[src/rtl/rtc_upd_pkg.sv]
package rtc_upd_pkg;

  // register indices (host software decodes these)
  localparam logic [7:0] IDX_STAT = 8'h0A;
  localparam logic [7:0] IDX_CTRL = 8'h0B;
  localparam logic [7:0] IDX_FLAG = 8'h0C;
  localparam logic [7:0] IDX_VALID = 8'h0D;

  // bit positions
  localparam int STAT_BUSY_BIT = 7;
  localparam int CTRL_HOLD_BIT = 7;
  localparam int CTRL_UEN_BIT  = 4;
  localparam int FLAG_SUM_BIT  = 7;
  localparam int FLAG_UEND_BIT = 4;

  localparam logic [6:0] STAT_RESET_LOW = 7'h26;
  localparam logic [7:0] VALID_BYTE     = 8'h80;

  // next value of a counter that wraps after period-1
  function automatic int unsigned wrap_inc(int unsigned cur, int unsigned period);
    return (cur == period - 1) ? 0 : cur + 1;
  endfunction

  // first count at which the busy window is open
  function automatic int unsigned window_first(int unsigned period, int unsigned lead);
    return period - lead;
  endfunction

  // assemble the flag byte
  function automatic logic [7:0] pack_flags(logic sum, logic uend);
    logic [7:0] v;
    v = 8'h00;
    v[FLAG_SUM_BIT]  = sum;
    v[FLAG_UEND_BIT] = uend;
    return v;
  endfunction

  // assemble the status byte
  function automatic logic [7:0] pack_stat(logic busy, logic [6:0] low);
    return {busy, low};
  endfunction

endpackage

[src/rtl/rtc_subsec_ctr.sv]
module rtc_subsec_ctr
  import rtc_upd_pkg::*;
#(
  parameter int unsigned TICKS = 1000000,
  parameter int unsigned LEAD  = 244,
  parameter int unsigned CW    = 20
) (
  input  logic          clk,
  input  logic          rst_n,
  input  logic          us_tick,
  output logic [CW-1:0] count,
  output logic          win_open,
  output logic          boundary
);

  localparam int unsigned LAST_CNT = TICKS - 1;
  localparam int unsigned PRE_OPEN = window_first(TICKS, LEAD) - 1;

  assign boundary = us_tick && (count == CW'(LAST_CNT));
  assign win_open = us_tick && (count == CW'(PRE_OPEN));

  always_ff @(posedge clk) begin
    if (!rst_n) begin
      count <= '0;
    end else if (us_tick) begin
      count <= CW'(wrap_inc(32'(count), TICKS));
    end
  end

endmodule

[src/rtl/rtc_upd_seq.sv]
module rtc_upd_seq (
  input  logic clk,
  input  logic rst_n,
  input  logic win_open,
  input  logic boundary,
  input  logic hold,
  output logic busy,
  output logic upd_end
);

  // an update ends only if its busy window actually ran
  assign upd_end = boundary && busy && !hold;

  always_ff @(posedge clk) begin
    if (!rst_n) begin
      busy <= 1'b0;
    end else if (hold || boundary) begin
      busy <= 1'b0;
    end else if (win_open) begin
      busy <= 1'b1;
    end
  end

endmodule

[src/rtl/rtc_flag_irq.sv]
module rtc_flag_irq (
  input  logic clk,
  input  logic rst_n,
  input  logic upd_end,
  input  logic uen,
  input  logic uen_rise,
  input  logic rd_flags,
  output logic uend_flag,
  output logic sum_flag,
  output logic raise,
  output logic irq
);

  logic rearm;
  logic late_en;

  assign late_en = uen_rise && (uend_flag || upd_end);
  assign raise   = (upd_end && uen) || late_en;

  always_ff @(posedge clk) begin
    if (!rst_n) begin
      uend_flag <= 1'b0;
      sum_flag  <= 1'b0;
    end else begin
      // new events win over a clear in the same cycle
      uend_flag <= upd_end || (uend_flag && !rd_flags);
      sum_flag  <= raise || (sum_flag && !rd_flags);
    end
  end

  always_ff @(posedge clk) begin
    if (!rst_n) begin
      irq   <= 1'b0;
      rearm <= 1'b0;
    end else if (raise) begin
      irq   <= 1'b0;
      rearm <= 1'b1;
    end else if (rd_flags) begin
      irq   <= 1'b0;
      rearm <= 1'b0;
    end else if (rearm) begin
      irq   <= 1'b1;
      rearm <= 1'b0;
    end
  end

endmodule

[src/rtl/rtc_reg_port.sv]
module rtc_reg_port
  import rtc_upd_pkg::*;
(
  input  logic       clk,
  input  logic       rst_n,
  input  logic       idx_wr,
  input  logic       data_wr,
  input  logic       data_rd,
  input  logic [7:0] wdata,
  input  logic       busy,
  input  logic       uend_flag,
  input  logic       sum_flag,
  output logic [7:0] rdata,
  output logic       hold,
  output logic       uen,
  output logic       uen_rise,
  output logic       rd_flags
);

  logic [7:0] idx_q;
  logic [6:0] stat_low;
  logic [7:0] ctrl_q;
  logic       wr_stat;
  logic       wr_ctrl;
  logic [7:0] rd_mux;

  assign wr_stat  = data_wr && (idx_q == IDX_STAT);
  assign wr_ctrl  = data_wr && (idx_q == IDX_CTRL);
  assign rd_flags = data_rd && (idx_q == IDX_FLAG);
  assign hold     = ctrl_q[CTRL_HOLD_BIT];
  assign uen      = ctrl_q[CTRL_UEN_BIT];
  assign uen_rise = wr_ctrl && wdata[CTRL_UEN_BIT] && !ctrl_q[CTRL_UEN_BIT];

  always_comb begin
    case (idx_q)
      IDX_STAT:  rd_mux = pack_stat(busy, stat_low);
      IDX_CTRL:  rd_mux = ctrl_q;
      IDX_FLAG:  rd_mux = pack_flags(sum_flag, uend_flag);
      IDX_VALID: rd_mux = VALID_BYTE;
      default:   rd_mux = 8'h00;
    endcase
  end

  always_ff @(posedge clk) begin
    if (!rst_n) begin
      idx_q    <= 8'h00;
      stat_low <= STAT_RESET_LOW;
      ctrl_q   <= 8'h00;
      rdata    <= 8'h00;
    end else begin
      if (idx_wr) idx_q <= wdata;
      if (wr_stat) stat_low <= wdata[6:0];
      if (wr_ctrl) ctrl_q <= wdata;
      if (data_rd) rdata <= rd_mux;
    end
  end

endmodule

[src/rtl/rtc_upd_irq.sv]
module rtc_upd_irq #(
  parameter int unsigned TICKS_PER_SEC = 1000000,
  parameter int unsigned UIP_LEAD_US   = 244
) (
  input  logic       clk,
  input  logic       rst_n,
  input  logic       us_tick,
  input  logic       idx_wr,
  input  logic       data_wr,
  input  logic       data_rd,
  input  logic [7:0] wdata,
  output logic [7:0] rdata,
  output logic       irq
);

  localparam int unsigned CW = $clog2(TICKS_PER_SEC);

  logic [CW-1:0] count;
  logic          win_open;
  logic          boundary;
  logic          busy;
  logic          upd_end;
  logic          hold;
  logic          uen;
  logic          uen_rise;
  logic          rd_flags;
  logic          uend_flag;
  logic          sum_flag;
  logic          raise;

  rtc_subsec_ctr #(
    .TICKS(TICKS_PER_SEC),
    .LEAD (UIP_LEAD_US),
    .CW   (CW)
  ) u_ctr (
    .clk     (clk),
    .rst_n   (rst_n),
    .us_tick (us_tick),
    .count   (count),
    .win_open(win_open),
    .boundary(boundary)
  );

  rtc_upd_seq u_seq (
    .clk     (clk),
    .rst_n   (rst_n),
    .win_open(win_open),
    .boundary(boundary),
    .hold    (hold),
    .busy    (busy),
    .upd_end (upd_end)
  );

  rtc_flag_irq u_flags (
    .clk      (clk),
    .rst_n    (rst_n),
    .upd_end  (upd_end),
    .uen      (uen),
    .uen_rise (uen_rise),
    .rd_flags (rd_flags),
    .uend_flag(uend_flag),
    .sum_flag (sum_flag),
    .raise    (raise),
    .irq      (irq)
  );

  rtc_reg_port u_regs (
    .clk      (clk),
    .rst_n    (rst_n),
    .idx_wr   (idx_wr),
    .data_wr  (data_wr),
    .data_rd  (data_rd),
    .wdata    (wdata),
    .busy     (busy),
    .uend_flag(uend_flag),
    .sum_flag (sum_flag),
    .rdata    (rdata),
    .hold     (hold),
    .uen      (uen),
    .uen_rise (uen_rise),
    .rd_flags (rd_flags)
  );

endmodule

[config.mk]
export PLATFORM = sky130hd
export DESIGN_NAME = rtc_upd_irq
export DESIGN_NICKNAME = d
export VERILOG_FILES = /design/src/rtl/rtc_upd_pkg.sv /design/src/rtl/rtc_subsec_ctr.sv /design/src/rtl/rtc_upd_seq.sv /design/src/rtl/rtc_flag_irq.sv /design/src/rtl/rtc_reg_port.sv /design/src/rtl/rtc_upd_irq.sv
export SDC_FILE = /design/constraint.sdc
export NUM_CORES = 1
export LEC_CHECK = 0
export ABC_AREA = 1
export BUFFER_PORTS_ARGS = -buffer_cell sky130_fd_sc_hd__buf_2
export CELL_PAD_IN_SITES_DETAIL_PLACEMENT = 0
export CELL_PAD_IN_SITES_GLOBAL_PLACEMENT = 1
export CORE_UTILIZATION = 38
export CTS_CLUSTER_SIZE = 40
export DETAILED_ROUTE_END_ITERATION = 6
export PLACE_DENSITY_LB_ADDON = 0.1
export SETUP_SLACK_MARGIN = 0.5
export SLEW_MARGIN = 5
export SYNTH_ARGS = -nofsm -noshare
export SYNTH_HDL_FRONTEND = slang
export SYNTH_SLANG_ARGS = --single-unit
export TNS_END_PERCENT = 30
[constraint.sdc]
create_clock -name clk -period 1.2 [get_ports clk]
set_input_delay 0 -clock clk [delete_from_list [all_inputs] [get_ports clk]]
set_output_delay 0 -clock clk [all_outputs]
set_load 0.02 [all_outputs]
==> run summary, run 1 <==
Mapped Cells = 367
Post-DP HPWL = 4653 um
CTS sink count = 56
R2R depth = 9
Antenna diodes = 0
internal cell power = 2.658 mW
Most used DFF post-synth = dfxtp_1
die footprint = 0.007082 mm^2
fin area = 0.003685 mm^2
gr ovfl total = 0
Nets = 470
failing checks = DRC, hold timing, setup timing
final setup vio count = 44
Reg power frac = 0.548
Setup crit start = u_regs.idx_q[2]
Post-Place Cells = 505
worst setup margin = -183.1 ps
wire per inst = 12.13 um
layout cells sized above 1 = 0.3684
Syn Std Cell Area = 0.002565 mm^2
Comb power frac = 0.094
GRT Util Overall = 0.1942
DRC = 2
worst-margin pin slew = 311.1 ps
vias in the first global route = 2326
Yosys Warn Count = 0
ys async rst share = 0
root buffer cell = clkbuf_8
Worst setup EP type = register
worst-case clock buffer depth = 2
most frequent cells in the layout = nand2_1, buf_4, nor2_1
CTS HTree Levels = 2
GRT busiest layer = met2
fin. max-slew vios = 0
# fillers = 620
largest net degree at the start of global routing = 22
Worst-Skew Late Latency = 310 ps
total of max-cap violations = 0
Ports = 23
Rows = 29
critical path launch point type = register
GR Util met2 = 0.2966
worst hold path cell count = 3
power per cell area = 947.8 mW/mm^2
clk slew on worst S/H paths = 100 ps
number of port buffers = 22
vias per cell = 4.720
Final Hold Vio Count = 1
post-synthesis cell type count = 28
setup TNS = -4180 ps
Initial DRT Pass Iterations = 6
RSZ-0062 raised after global routing = true
Starting DRT DRC Count = 91
Tmin final = 1383 ps
crit path capture = u_regs.ctrl_q[7]
hold_ws = -3.726 ps
Post-Layout Cell Count = 533
Layout Skew = 9.641 ps
Seq cells post-synth = 56
status = finished with violations
GP Congestion = 0.7937
part of the cycle the worst path needs = 1.153
main area contributors after synthesis = dfxtp_1, nand2_1, nor2_1
FF-to-FF End = u_regs.ctrl_q[7]
initial antenna violation count = 0
dpl cell area = 0.003105 mm^2
reg2reg start = u_regs.idx_q[2]
LEAKAGE = 1.527 nW
CTS tree = done
Reg2Reg Setup Slack = -180 ps
initial core utilization = 0.3994
commonest non-fill, non-tap cell in the layout = nand2_1
post-synth net total = 382
switching pwr = 0.8342 mW
Achievable Freq = 0.7230 GHz
M3 GR Usage = 0.02458
VDD IR-drop max = 0.4586 mV
worst-path maximum fanout = 5
Clk pwr share = 0.357
CTS Buf Count = 5
switching part of the total = 0.2389
area added between synthesis and finish = 43.66%
Die Ht = 84.16 um
drt total wl = 6467 um
register area share after synthesis = 0.4371
remaining antenna violation count = 0
Vias = 2516
GRT met1 Usage = 0.2882
total power = 3.492 mW
EDFF count, synth = 0
Worst Path Required = 1440 ps
Final Util = 0.5737
Synth area leader = dfxtp_1
syn_area_per_cell = 6.989 um^2
Slew Limit Headroom = 0.7913
CP Class = register to register
Yosys top cell area share = 0.4371
WP data arrival = 1630 ps
global-route wire length before repair = 10950 um
core box area = 0.006422 mm^2
DIE WIDTH = 84.16 um
worst min-delay path class = input port to register
through the flow:
step / worst slack (ps) / hold slack [ps]
3_5_place_dp: -197.8 / 273.0
4_1_cts: -142.3 / 0.02037
2_1_floorplan: -66.02 / 90.01
5_1_grt: -274.9 / 5.018
6_report: -183.1 / -3.726
3_3_place_gp: -187.6 / 265.5
worst min path at each step:
stage	startpoint	endpoint	slack, ps
after global placement	idx_wr	u_regs.idx_q[6]	270
after detailed placement	wdata[6]	u_regs.stat_low[6]	270
after global routing	wdata[4]	u_regs.ctrl_q[4]	5
after floorplan	idx_wr	u_regs.idx_q[6]	90
after CTS	wdata[4]	u_regs.ctrl_q[4]	0.02
final	wdata[4]	u_regs.ctrl_q[4]	-4
critical path, cell delays in order (launching register included):
cell      delay [ps]
dfxtp_2          340
inv_2             70
nand2_4           60
nor2_4           140
nand2_4           80
nor2_4           140
clkinv_4          80
buf_2            170
buf_4            140
a21oi_1          100
synth_stat cells (all sizes together) (2+ instances only):
cell,number
nand3,23
buf,4
a21oi,29
nor2,60
xor2,9
clkinv,2
inv,41
dfxtp,56
nor3b,2
o21ai,22
nand4,4
nor3,8
clkbuf,3
nand2,98
flip-flops by register name, indices dropped and copies added (netlist names):
signal / count
u_ctr.count: 20
u_flags.irq: 1
u_flags.rearm: 1
u_flags.sum_flag: 1
u_flags.uend_flag: 1
u_regs.ctrl_q: 8
u_regs.idx_q: 8
u_regs.rdata: 8
u_regs.stat_low: 7
u_seq.busy: 1
layout make-up:
type,count,area (um^2),share of cell area
clock inverter,2,35.03,0.009508
multi-input combinational,261,1461,0.3966
sequential,56,1151,0.3124
tap,77,96.34,0.02615
timing repair buffer,88,694.4,0.1885
inverter,43,173.9,0.04720
clock buffer,6,72.57,0.01969
power by group through the flow:
stage               Clock (mW)  Combinational (mW)  Sequential, mW
CTS                       1.28               0.288            1.91
global route              1.34               0.361            1.92
detailed placement           0               0.233            1.95
finish                    1.25               0.329            1.92
global placement             0               0.232            1.95
floorplan                    0               0.124            1.95
kinds of logic after synthesis:
kind of cell,count (synthesis),share of synthesized area
simple gates,198,0.3424
flops,56,0.4371
compound gates,53,0.1049
buf+inv,50,0.08000
xor+xnor,9,0.03073
fa+ha+maj,1,0.004877
repair_timing:
item,4_1_cts,5_1_grt
buffers inserted,4,7
hold buffers,9,0
endpoints found under the setup margin,60,62
resized for setup,64,40
pin swaps,9,17
hold endpoints to repair,14,0
layer usage:
layer,routed length [um],vias up
li1,-,1348
met1,3408,1126
met2,2790,40
met3,238,2
met4,29,0
met5,0,-
No activity file was read; power rests on OpenSTA's default activity.
==> run 2: changes to the inputs <==
CELL_PAD_IN_SITES_DETAIL_PLACEMENT = unset   (was 0)
CELL_PAD_IN_SITES_GLOBAL_PLACEMENT = unset   (was 1)
CORE_UTILIZATION = 40   (was 38)
PLACE_DENSITY_LB_ADDON = unset   (was 0.1)
==> run summary, run 2 (synthesis results as in run 1) <==
slowest cell delay on critical path = 380 ps
part of the cycle the worst path needs = 1.143
power per cell area = 913.6 mW/mm^2
most frequent cells in the layout = nand2_1, buf_4, nor2_1
GP Congestion = 0.8303
Comb power frac = 0.098
Worst Path Required = 1430 ps
fin. max-slew vios = 0
RSZ-0062 raised after global routing = true
largest net degree at the start of global routing = 20
max reg flops = 20
vias per cell = 4.813
Achievable Freq = 0.7291 GHz
switching pwr = 0.8787 mW
Worst-Skew Late Latency = 320 ps
WP data arrival = 1600 ps
Starting DRT DRC Count = 149
gr ovfl total = 0
DIE WIDTH = 82.08 um
setup TNS = -3600 ps
dpl ws = -140.9 ps
DRC = 0
commonest non-fill, non-tap cell in the layout = nand2_1
# fillers = 566
area added between synthesis and finish = 42.39%
CP Class = register to register
reg2reg start = u_ctr.count[1]
GRT Util Overall = 0.2107
initial antenna violation count = 0
Tmin final = 1372 ps
Die Ht = 82.08 um
final setup vio count = 44
Ports = 23
Setup crit start = u_ctr.count[1]
Post-DP HPWL = 4605 um
worst setup margin = -171.6 ps
root buffer cell = clkbuf_8
remaining antenna violation count = 0
Initial DRT Pass Iterations = 4
switching part of the total = 0.2633
total of max-cap violations = 0
worst-margin pin slew = 459.3 ps
VDD IR-drop max = 0.5370 mV
status = finished with violations
register bank with the most flops = u_ctr.count
HP Start = wdata[4]
internal cell power = 2.458 mW
CTS sink count = 56
Reg2Reg Setup Slack = -170 ps
core box area = 0.006061 mm^2
worst-path maximum fanout = 8
layout cells sized above 1 = 0.3808
total power = 3.337 mW
Final Hold Vio Count = 0
Antenna diodes = 0
worst min-delay path class = input port to register
Worst setup EP type = register
die footprint = 0.006736 mm^2
Reg power frac = 0.572
Layout Skew = 15.13 ps
worst-case clock buffer depth = 2
Vias = 2522
number of port buffers = 22
CTS HTree Levels = 2
Nets = 463
Final Util = 0.6026
drt total wl = 6520 um
Cell Chain, Critical Path = ha_4 -> nand2_4 -> nor2_4 -> nand2_2 -> nor2_4 -> nand2_1 -> nand2_2 -> buf_12 -> nor3b_2
failing checks = setup timing
global-route wire length before repair = 10660 um
CTS tree = done
LEAKAGE = 1.503 nW
vias in the first global route = 2312
Slew Limit Headroom = 0.6935
Rows = 28
critical path's slowest cell = dfxtp_4
clk slew on worst S/H paths = 110 ps
critical path launch point type = register
CTS Buf Count = 5
initial core utilization = 0.4232
wire per inst = 12.44 um
Clk pwr share = 0.330
-- run 2: cell count changes in the layout (fill, tap and decap cells not counted), sizes merged --
cell	previous run	this run
dlygate4sd3	9	10
bufinv	1	0
inv	40	42
clkbuf	6	5
buf	79	71
-- run 2: critical path, delay by kind of cell, from the launching register on --
family                     cells  cell delay [ps]
and+or+nand+nor                7              580
buffers and inverters          1              160
DFF                            1              380
adders and majority gates      1              160
-- run 2: cell type report --
| class | count | area (um^2) | area share |
|---|---|---|---|
| clock buffers | 5 | 68.82 | 0.01884 |
| clock inverters | 3 | 26.28 | 0.007194 |
| inverters | 43 | 166.4 | 0.04556 |
| multi-input cells | 261 | 1494 | 0.4090 |
| flip-flops and latches | 56 | 1151 | 0.3152 |
| well taps | 75 | 93.84 | 0.02569 |
| repair buffers | 81 | 651.9 | 0.1785 |
-- run 2: layer usage --
| metal | global-route usage | share of wire | vias to the layer above |
|---|---|---|---|
| met4 | 0.06316 | 0.0092 | 0 |
| met5 | 0 | 0 | - |
| met1 | 0.3001 | 0.50 | 1148 |
| li1 | - | - | 1329 |
| met3 | 0.03667 | 0.030 | 5 |
| met2 | 0.3215 | 0.46 | 40 |
-- run 2: repair_timing --
item | in CTS | in global routing
hold endpoints to repair | 16 | 0
pin swaps | 13 | 27
setup buffers | 2 | 2
hold buffers | 10 | 0
gates resized for setup | 54 | 55
setup endpoints to repair | 60 | 61
-- run 2: path summary, 6_finish.rpt --
kind                        end  cells past startpoint
min reg2reg  u_regs.stat_low[1]                      2
max              u_ctr.count[0]                      9
min            u_regs.ctrl_q[4]                      3
max reg2reg      u_ctr.count[0]                      9
-- run 2: power groups by stage --
stage / sequential [mW] / combinational [mW] / clock (mW)
5_1_grt: 1.91 / 0.358 / 1.21
3_5_place_dp: 1.95 / 0.250 / 0
4_1_cts: 1.91 / 0.302 / 1.14
6_report: 1.91 / 0.327 / 1.10
2_1_floorplan: 1.95 / 0.124 / 0
3_3_place_gp: 1.95 / 0.248 / 0
-- run 2: stage by stage --
stage          instance area [um^2]  instances  hold WS (ps)
2_1_floorplan                  2585        367         90.01
3_3_place_gp                   3108        502         245.6
3_5_place_dp                   3108        502         248.5
4_1_cts                        3478        522        0.5890
5_1_grt                        3652        524         13.71
6_report                       3652        524         10.09
